**config.mk**
```make
export PLATFORM = sky130hd
export DESIGN_NAME = cmreg_file
export DESIGN_NICKNAME = d
export VERILOG_FILES = /design/src/rtl/cmreg_pkg.sv /design/src/rtl/cmreg_addr_dec.sv /design/src/rtl/cmreg_table.sv /design/src/rtl/cmreg_merge.sv /design/src/rtl/cmreg_file.sv
export SDC_FILE = /design/constraint.sdc
export NUM_CORES = 2
export LEC_CHECK = 0
export ABC_CLOCK_PERIOD_IN_PS = 8100
export BUFFER_PORTS_ARGS = -buffer_cell sky130_fd_sc_hd__buf_2
export CORE_MARGIN = 2
export CORE_UTILIZATION = 35
export DETAILED_ROUTE_END_ITERATION = 16
export GPL_TIMING_DRIVEN = 0
export RECOVER_POWER = 100
export SYNTH_ARGS = -nofsm -noshare
export SYNTH_HDL_FRONTEND = slang
export SYNTH_SLANG_ARGS = --single-unit
```
**constraint.sdc**
```tcl
create_clock -name clk -period 8.1 [get_ports clk]
set_input_delay 1.62 -clock clk [delete_from_list [all_inputs] [get_ports clk]]
set_output_delay 1.62 -clock clk [all_outputs]
set_load 0.01 [all_outputs]
```
**src/rtl/cmreg_pkg.sv**
```systemverilog
package cmreg_pkg;

    typedef enum logic [2:0] {
        CT_DSP  = 3'd0,
        CT_DEV  = 3'd1,
        CT_USP  = 3'd2,
        CT_T3   = 3'd3,
        CT_LD   = 3'd4,
        CT_RP   = 3'd5,
        CT_RSV6 = 3'd6,
        CT_RSV7 = 3'd7
    } comp_t;

    // word indices of the map
    localparam int unsigned HDR_W        = 0;
    localparam int unsigned CAPE_W0      = 1;
    localparam int unsigned CAPE_NUM     = 5;
    localparam int unsigned UNC_ST_W     = 16;
    localparam int unsigned UNC_MSK_W    = 17;
    localparam int unsigned UNC_SEV_W    = 18;
    localparam int unsigned COR_ST_W     = 19;
    localparam int unsigned COR_MSK_W    = 20;
    localparam int unsigned HDM_CAP_W    = 32;
    localparam int unsigned HDM_GCTL_W   = 33;
    localparam int unsigned DEC_W0       = 36;
    localparam int unsigned DEC_STRIDE_W = 8;
    localparam int unsigned CTL_OFS      = 4;

    // decoder control bit positions
    localparam int unsigned CTL_COMMIT    = 9;
    localparam int unsigned CTL_COMMITTED = 10;
    localparam int unsigned CTL_ERR       = 11;

    localparam logic [31:0] UNC_BITS  = 32'h0001_CFFF;
    localparam logic [31:0] COR_BITS  = 32'h0000_007F;
    localparam logic [31:0] LOW_ONLY  = 32'hF000_0000;
    localparam logic [31:0] ALL_BITS  = 32'hFFFF_FFFF;
    localparam logic [31:0] CTL_BITS  = 32'h0000_13FF;
    localparam logic [31:0] GCTL_BITS = 32'h0000_0003;
    localparam logic [31:0] HDM_FEAT  = 32'h0000_0310;

    function automatic int unsigned cap_count(comp_t t);
        case (t)
            CT_USP, CT_T3, CT_LD: return 3;
            CT_RP:                return 5;
            default:              return 2;
        endcase
    endfunction

    function automatic logic is_endpoint(comp_t t);
        return (t == CT_DEV) || (t == CT_T3) || (t == CT_LD);
    endfunction

    function automatic logic [3:0] dec_count_code(int unsigned n);
        return (n <= 1) ? 4'd0 : 4'(n / 2);
    endfunction

    function automatic logic [31:0] cap_entry(int unsigned k);
        case (k)
            0:       return {12'h040, 4'd2, 16'd2};
            1:       return {12'h060, 4'd2, 16'd4};
            2:       return {12'h080, 4'd1, 16'd5};
            3:       return {12'h100, 4'd1, 16'd6};
            4:       return {12'h140, 4'd1, 16'd8};
            default: return 32'h0;
        endcase
    endfunction

    function automatic logic [31:0] reset_word(comp_t t, int unsigned w, int unsigned ndec);
        int unsigned caps;
        logic [31:0] r;
        caps = cap_count(t);
        r    = 32'h0;
        if (w == HDR_W)
            r = {8'(caps), 8'h01, 8'h01, 8'h01};
        else if (w >= CAPE_W0 && w < CAPE_W0 + CAPE_NUM && (w - CAPE_W0) < caps)
            r = cap_entry(w - CAPE_W0);
        else if (w == UNC_MSK_W || w == UNC_SEV_W)
            r = UNC_BITS;
        else if (w == COR_MSK_W)
            r = COR_BITS;
        else if (w == HDM_CAP_W && caps >= 3)
            r = HDM_FEAT | {28'h0, dec_count_code(ndec)};
        return r;
    endfunction

    function automatic logic [31:0] mask_word(comp_t t, int unsigned w, int unsigned ndec);
        logic [31:0] m;
        m = 32'h0;
        if (w == UNC_MSK_W || w == UNC_SEV_W)
            m = UNC_BITS;
        else if (w == COR_MSK_W)
            m = COR_BITS;
        else if (cap_count(t) >= 3) begin
            if (w == HDM_GCTL_W)
                m = GCTL_BITS;
            else if (w >= DEC_W0 && w < DEC_W0 + DEC_STRIDE_W * ndec) begin
                case ((w - DEC_W0) % DEC_STRIDE_W)
                    0, 2:    m = LOW_ONLY;
                    1, 3, 6: m = ALL_BITS;
                    4:       m = CTL_BITS;
                    5:       m = is_endpoint(t) ? LOW_ONLY : ALL_BITS;
                    default: m = 32'h0;
                endcase
            end
        end
        return m;
    endfunction

endpackage

```
**src/rtl/cmreg_addr_dec.sv**
```systemverilog
module cmreg_addr_dec #(
    parameter int unsigned ADDR_W    = 12,
    parameter int unsigned NUM_WORDS = 44,
    parameter int unsigned IDX_W     = 6
) (
    input  logic [ADDR_W-1:0] addr,
    input  logic              size_wide,
    output logic              hit,
    output logic [IDX_W-1:0]  idx
);
    localparam int unsigned WA_W = ADDR_W - 2;

    logic [WA_W-1:0] word_addr;

    assign word_addr = addr[ADDR_W-1:2];
    assign idx       = IDX_W'(word_addr);
    assign hit       = !size_wide && (addr[1:0] == 2'b00) && (word_addr < WA_W'(NUM_WORDS));
endmodule

```
**src/rtl/cmreg_table.sv**
```systemverilog
module cmreg_table
    import cmreg_pkg::*;
#(
    parameter int unsigned NUM_WORDS = 44,
    parameter int unsigned NUM_DEC   = 1,
    parameter bit          MASK_SEL  = 1'b0
) (
    input  comp_t                        kind,
    output logic [NUM_WORDS-1:0][31:0]   tbl
);
    for (genvar w = 0; w < NUM_WORDS; w++) begin : g_word
        if (MASK_SEL) begin : g_mask
            assign tbl[w] = mask_word(kind, w, NUM_DEC);
        end else begin : g_rst
            assign tbl[w] = reset_word(kind, w, NUM_DEC);
        end
    end
endmodule

```
**src/rtl/cmreg_merge.sv**
```systemverilog
module cmreg_merge
    import cmreg_pkg::*;
(
    input  logic [31:0] old_word,
    input  logic [31:0] wdata,
    input  logic [31:0] mask,
    input  logic        is_ctrl,
    output logic [31:0] new_word
);
    logic [31:0] blended;

    always_comb begin
        blended  = (wdata & mask) | (old_word & ~mask);
        new_word = blended;
        if (is_ctrl && blended[CTL_COMMIT]) begin
            new_word[CTL_COMMIT]    = 1'b0;
            new_word[CTL_ERR]       = 1'b0;
            new_word[CTL_COMMITTED] = 1'b1;
        end
    end
endmodule

```
**src/rtl/cmreg_file.sv**
```systemverilog
module cmreg_file
    import cmreg_pkg::*;
#(
    parameter int unsigned ADDR_W  = 12,
    parameter int unsigned NUM_DEC = 1
) (
    input  logic              clk,
    input  logic              rst_n,
    input  logic [2:0]        comp_type,
    input  logic [ADDR_W-1:0] bus_addr,
    input  logic [31:0]       bus_wdata,
    input  logic              bus_we,
    input  logic              bus_re,
    input  logic              bus_size,
    output logic [31:0]       bus_rdata
);
    localparam int unsigned NUM_WORDS = DEC_W0 + DEC_STRIDE_W * NUM_DEC;
    localparam int unsigned IDX_W     = $clog2(NUM_WORDS);

    typedef struct packed {
        comp_t                      kind;
        logic [NUM_WORDS-1:0][31:0] words;
    } state_t;

    state_t st_d, st_q;

    logic                       hit;
    logic [IDX_W-1:0]           idx;
    logic                       is_ctrl;
    logic [31:0]                merged;
    logic [NUM_WORDS-1:0][31:0] rst_tbl;
    logic [NUM_WORDS-1:0][31:0] msk_tbl;
    comp_t                      kind_in;

    assign kind_in = comp_t'(comp_type);

    cmreg_addr_dec #(
        .ADDR_W    (ADDR_W),
        .NUM_WORDS (NUM_WORDS),
        .IDX_W     (IDX_W)
    ) u_dec (
        .addr      (bus_addr),
        .size_wide (bus_size),
        .hit       (hit),
        .idx       (idx)
    );

    cmreg_table #(
        .NUM_WORDS (NUM_WORDS),
        .NUM_DEC   (NUM_DEC),
        .MASK_SEL  (1'b0)
    ) u_rst_tbl (
        .kind (kind_in),
        .tbl  (rst_tbl)
    );

    cmreg_table #(
        .NUM_WORDS (NUM_WORDS),
        .NUM_DEC   (NUM_DEC),
        .MASK_SEL  (1'b1)
    ) u_msk_tbl (
        .kind (st_q.kind),
        .tbl  (msk_tbl)
    );

    always_comb begin
        is_ctrl = 1'b0;
        for (int d = 0; d < NUM_DEC; d++) begin
            if (int'(idx) == int'(DEC_W0 + d * DEC_STRIDE_W + CTL_OFS))
                is_ctrl = 1'b1;
        end
    end

    cmreg_merge u_merge (
        .old_word (st_q.words[idx]),
        .wdata    (bus_wdata),
        .mask     (msk_tbl[idx]),
        .is_ctrl  (is_ctrl),
        .new_word (merged)
    );

    always_comb begin
        st_d = st_q;
        if (!rst_n) begin
            st_d.kind  = kind_in;
            st_d.words = rst_tbl;
        end else if (bus_we && hit) begin
            st_d.words[idx] = merged;
        end
    end

    always_ff @(posedge clk) begin
        st_q <= st_d;
    end

    assign bus_rdata = (bus_re && hit) ? st_q.words[idx] : 32'h0;
endmodule

```
# After elaboration in Yosys (flattened, before gate mapping)
# Index checks and enable logic that the tools add are counted.
# classes
n_mux,26
magnitude_cmp,10
n_bitwise,4
n_eq_ne,11
n_reduce_logical,12
# ops
cell,n
1056-bit 2-to-1 mux,2
1408-bit bitwise mux,1
32-bit binary-select mux with 6-bit select,2
32-bit 2-to-1 mux,7
32-bit demux with 6-bit select,1
32-bit AND,2
29-bit 2-to-1 mux,2
28-bit 2-to-1 mux,2
27-bit 2-to-1 mux,2
32-bit NOT,1
32-bit bitwise OR,1
13-bit 2-to-1 mux,1
3-bit by 2-bit equality test with 1-bit output (second input constant),4
3-bit equality test (second input constant),4
3-bit one-hot mux with 2 select lines,2
10-bit by 6-bit less-than comparator with 1-bit output (second input constant),1
10-bit 2-to-1 mux,1
6-bit by 7-bit less-than comparator with 1-bit output (second input constant),1
6-bit equality test (second input constant),1
3-bit by 2-bit greater-or-equal comparator with 1-bit output (second input constant),2
6-bit by 1-bit greater-or-equal comparator with 1-bit output (second input constant),1
1-bit logical AND,6
1-bit by 3-bit less-than comparator with 1-bit output (first input constant),2
2-bit by 3-bit less-than comparator with 1-bit output (first input constant),2
10 further kinds,12
# word_totals
input_bits,52
output_inout_bits,32
reg_bits,1411
elab_cells,109

# Longest topological paths before layout
# depth
ltp_word,15
ltp_mapped,16
ltp_nobuf,8

# Hierarchy
# A second synthesis with hierarchy kept.
# unflattened
cells_unflattened,9098
area_unflattened_um2,100918.0
# modules_own_cells
mod,cells_each,area_each_um2,n_inst,seq_area_each_um2
cmreg_file,6230,79282.3,1,42370.6
cmreg_table (u_msk_tbl),1412,10593.9,1,0.0
cmreg_table (u_rst_tbl),1410,10581.4,1,0.0
cmreg_merge,36,381.6,1,0.0
cmreg_addr_dec,10,78.8,1,0.0

# Worst setup path before layout
# No wires, ideal clock.
# synth_timing
kind,in2reg
startpoint,input port bus_addr[7]
endpoint,register st_q[100] (netlist name) (enable)
setup_ps,1417
path_buffers,3
t_required_ps,6683
arrival_time_ps,5664
slack_ps,1018
stages,7
cell_sequence,buf_2 nand2_1 and4_1 clkbuf_2 nand2_1 clkbuf_1 nand2_1
# synth_via
elab_chain_cells,4
# synth_lines
item,line_no,source
start: declaration,cmreg_file.sv:10,"input logic [ADDR_W-1:0] bus_addr,"
10-bit by 6-bit less-than comparator with 1-bit output,cmreg_addr_dec.sv:17,assign hit = !size_wide && (addr[1:0] == 2'b00) && (word_addr < WA_W'(NUM_WORDS));
1-bit logical AND,cmreg_addr_dec.sv:17,
1-bit logical AND,cmreg_file.sv:87,end else if (bus_we && hit) begin
2-bit by 1-bit != test with 1-bit output (no line),-,
end signal: assignment,cmreg_file.sv:93,st_q <= st_d;
end: declaration,cmreg_file.sv:25,"state_t st_d, st_q;"
# Every way passes these cells.
# A chain may end at the register's enable or synchronous reset.

# Worst setup path in the final report
# layout_timing
startpoint,input port bus_addr[7]
endpoint,register st_q[1259] (netlist name)
# layout_via
elab_chain_cells,8
word_cells_on_any_way,21
classes_between,order compare: 3; eq/ne: 1; mux: 9; bitwise: 4; reduce/logical: 4
# layout_lines
item,line_no,source
32-bit binary-select mux with 6-bit select,cmreg_file.sv:77,".mask (msk_tbl[idx]),"
32-bit 2-to-1 mux (implied by the code),cmreg_file.sv:77,
32-bit NOT,cmreg_merge.sv:13,blended = (wdata & mask) | (old_word & ~mask);
32-bit AND,cmreg_merge.sv:13,
32-bit bitwise OR,cmreg_merge.sv:13,
1-bit logical AND,cmreg_merge.sv:15,if (is_ctrl && blended[CTL_COMMIT]) begin
3-bit 2-to-1 mux,cmreg_merge.sv:15,
1408-bit bitwise mux,cmreg_file.sv:88,st_d.words[idx] = merged;
# Parallel ways exist; a longest one is shown, timed or not. The select of a mux whose other input is x is not followed.

==> flow_summary_export.csv <==
group,metric,value,unit
final_layout,max_flop_register,"st_q",
status,run_status,"complete, but fails checks",
synthesis,yosys.area.top_type,"dfxtp_1",
synthesis,synth_enable_flop_cells,203,
final_layout,design.final.nets,5358,
synthesis,synthDistinctLibCells,96,
floorplanning,die_h,398.8,µm
clock_network,number_of_h_tree_levels,4,
sta,slew-limit-headroom,-175.4,%
synthesis,synth.cell_area,0.05454,mm²
critical_path,cp-start-kind,"primary input",
critical_path,crit_path_end_kind,"register",
placed_design,portBuffers,81,
synthesis,synth.ff_latch_count,1411,
floorplanning,die_area,0.1590,mm²
synthesis,synthesis.nets,5111,
sta,worst_pin_slew,4.131,ns
routing,detail-route-antenna-nets,0,
clock_network,ctsRootBufferMaster,"clkbuf_16",
power_and_ir_drop,leakage,0.02321,µW
global_routing,number_of_antenna_violations_at_the_first_check_in_global_routing,65,
clock_network,cts_tree,"yes",
critical_path,worstPathCellList,"clkbuf_1 > nor2b_1 > o211ai_1 > a21boi_0 > or2_2 > clkbuf_1 > o21a_1 > clkbuf_1 > o22ai_1",
final_layout,area_growth_syn_to_fin,15.14,%
global_routing,gr-total-overflow,0,
sta,finalCritPeriodShare,106.6,%
routing,route.final.wire_length,316400,µm
placed_design,dpl_worst_slack,-0.3281,ns
critical_path,timing.critical_path.required,8.77,ns
critical_path,delay_of_the_slowest_cell_on_the_worst_path,2.81,ns
routing,drc,0,
final_layout,finalCoreUtilization,40.67,%
critical_path,crit_type,"primary input to register",
clock_network,cts_sinks,1411,
sta,fmax,115.8,MHz
power_and_ir_drop,power_density,253.3,mW/mm²
worst_hold_path,hold_depth,2,
synthesis,synthTopCellsByCount,"dfxtp_1 (1,208), and2_1 (1,114), o21ai_0 (270), a21oi_1 (243), clkbuf_1 (240)",
clock_network,cts_inserted_buffers,156,
placed_design,dp.final_hpwl,220200,µm
synthesis,synth-async-reset-ratio,0,%
critical_path,critical_path.reg2reg.endpoint,"st_q[1259]",
routing,drt_iter0_drc,8797,
final_layout,final_layout_size_suffix_gt1_share,13.68,%
floorplanning,floorplan.io_pins,84,
critical_path,critical_path_peak_fanout,10,
clock_network,clk_pin_slew,0.06,ns
power_and_ir_drop,post_route_total_power,15910,µW
synthesis,synth_top_area_share,44.34,%
global_routing,largest_net_degree_at_the_start_of_global_routing,69,
sta,setup_viol_count_final,49,
critical_path,cp_data_arrival_time,9.30,ns
synthesis,post-synth-top-count-cell,"dfxtp_1",
worst_hold_path,holdCritPathClass,"register to register",
critical_path,crit_slowest_cell,"a21boi_0",
power_and_ir_drop,swShare,27.56,%
synthesis,yosys_warnings,0,
power_and_ir_drop,power.net_switching,4384,µW
final_layout,reg_top3,"st_q: 1411 flops",
power_and_ir_drop,intPower,11530,µW
clock_network,clock_tree.buffer_depth,3,
floorplanning,fp-row-count,144,
synthesis,syn_avg_cell_area,10.78,µm²
routing,first_pass_iters,7,
global_routing,grt_pass1_vias,43170,
floorplanning,initial_utilization,35.32,%
clock_network,worst_skew_pair.late_latency,0.84,ns
final_layout,flip_flop_count_of_the_largest_register_after_layout,1411,
routing,detail_route.wl_per_cell,42.13,µm
synthesis,synthCells,5058,
floorplanning,fp.coreArea,0.1544,mm²
critical_path,worst_path_most_repeated_cell,"clkbuf_1",
sta,slew_violations,369,
sta,final_hold_viol_count,0,
clock_network,cts-hold-fix-buffers,0,
global_routing,grtUsageTotal,38.78,%
placed_design,place_congestion,1.095,
sta,final.setup.worst_slack,-0.5342,ns
power_and_ir_drop,combinational_power_share,8.9,%
power_and_ir_drop,worst_ir_drop_on_vdd,0.2110,mV
power_and_ir_drop,clockPowerShare,46.0,%
sta,worst_clock_skew,0.04225,ns
sta,period_minus_slack,8.634,ns
global_routing,grt_pass1_wl,408700,µm
worst_hold_path,holdPathEnd,"st_q[771]",
power_and_ir_drop,p_seq_share,45.0,%
routing,routed_via_count,47610,
floorplanning,die-width,398.8,µm
synthesis,synth_top_flop_cell,"dfxtp_1",
critical_path,reg2reg_setup_slack,0.65,ns
synthesis,netlist_top_cells_area,"dfxtp_1 (44%), and2_1 (13%), edfxtp_1 (11%)",
routing,route.detailed.vias_per_inst,6.340,
sta,grt_setup_unrepaired,"false",
synthesis,synth_sequential_area_ratio,55.51,%
run,drv.max_cap_violation_count,27,
critical_path,count_of_cells_along_the_worst_register_to_register_path,8,
status,violations,"max-capacitance violations, max-slew violations, negative setup slack",
worst_hold_path,hold_path_startpoint,"st_q[771]",
critical_path,critical_path.reg2reg.startpoint,"st_q[1410]",
-- routing by layer --
| layer | wire (µm) | track usage, % |
|---|---|---|
| met5 | 489 | 0.7869 |
| met4 | 28720 | 28.69 |
| met3 | 47000 | 15.59 |
| met2 | 120500 | 51.45 |
| met1 | 119700 | 50.00 |
-- per-stage QoR --
stage	instance area, µm²	TNS (ns)	hold WS (ns)	instances
after detailed placement	57710	-0.4133	0.4324	7191
after global routing	62730	0	0.4593	7480
after global placement	57510	-676.03	0.4223	7183
after CTS	62880	0	0.4413	7476
final	62800	-16.68	0.4442	7510
after floorplan	54540	0	0.4161	5058
-- logic make-up (layout without fill, tap and decap cells) --
group / count (synthesis) / after routing / synth area share, %
adder cells (fa/ha/maj): 1 / 1 / 0.02294
flip-flops: 1411 / 1411 / 55.51
buffers and inverters: 456 / 830 / 4.159
multiplexers: 329 / 329 / 7.887
XOR/XNOR: 2 / 2 / 0.03212
other: 0 / 34 / 0
AND/OR/NAND/NOR: 1636 / 1636 / 17.26
AO/OA/AOI/OAI: 1223 / 1223 / 15.13
-- worst max-delay path: cells and delay by family --
| kind | cells | cell delay [ns] |
|---|---|---|
| AO/OA/AOI/OAI | 4 | 3.92 |
| buffers and inverters | 3 | 2.22 |
| AND/OR/NAND/NOR | 2 | 1.52 |
-- worst max-delay path by stage --
| stage | start | endpoint | depth (start not counted) |
|---|---|---|---|
| 2_1_floorplan | bus_addr[7] | st_q[100] | 7 |
| 3_3_place_gp | bus_addr[7] | st_q[1050] | 7 |
| 3_5_place_dp | bus_addr[2] | bus_rdata[14] | 11 |
| 4_1_cts | bus_addr[4] | bus_rdata[27] | 13 |
| 5_1_grt | bus_addr[5] | bus_rdata[25] | 10 |
| 6_report | bus_addr[7] | st_q[1259] | 9 |
-- cells in the final DEF (no fill, tap or decap), types with 14 or more instances in the layout --
cell | netlist | routed
o21ai_0 | 270 | 273
mux2_2 | 150 | 150
mux4_2 | 64 | 64
buf_6 | 34 | 34
clkbuf_8 | 0 | 36
a31oi_1 | 48 | 49
a221o_1 | 29 | 29
nand3_1 | 40 | 40
a22o_1 | 14 | 14
edfxtp_1 | 203 | 203
nand2_1 | 197 | 198
mux2i_1 | 109 | 110
clkinv_2 | 0 | 25
o221ai_1 | 53 | 53
nor2b_1 | 16 | 16
clkbuf_2 | 2 | 19
dfxtp_1 | 1208 | 1208
buf_4 | 46 | 44
a22oi_1 | 131 | 131
a221oi_1 | 91 | 91
nor3_1 | 35 | 35
inv_1 | 16 | 16
nand2b_1 | 17 | 17
clkbuf_1 | 240 | 311
o211ai_1 | 70 | 71
a211oi_1 | 33 | 32
and2_1 | 1114 | 536
diode_2 | 0 | 34
nor2_1 | 130 | 130
and2_0 | 2 | 580
o22ai_1 | 76 | 76
clkbuf_16 | 0 | 156
a21oi_1 | 243 | 244
buf_2 | 101 | 143
o2bb2ai_1 | 40 | 40
and3_1 | 14 | 14
-- layout make-up --
class | instances | area, µm²
clock buffers | 227 | 4531
clock inverters | 58 | 623.1
well taps | 2044 | 2557
flip-flops and latches | 1411 | 30280
multi-input cells | 3191 | 22000
inverters | 19 | 71.32
fillers | 14840 | 91610
diodes | 34 | 85.08
plain buffers | 437 | 2183
repair buffers | 89 | 474.2
-- power by group through the flow --
stage          clock [µW]  combinational (µW)  sequential (µW)
6_report             7320                1420             7170
5_1_grt              7530                1330             7170
4_1_cts              7260                1300             7160
3_5_place_dp            0                1290             7310
3_3_place_gp            0                1290             7330
2_1_floorplan           0                 489             7310
-- timing repair --
action | 4_1_cts | 5_1_grt
setup buffers | 0 | 0
gates resized for setup | 2 | 4
endpoints found under the setup margin | 2 | 4
(Power assumes the default switching activity.)
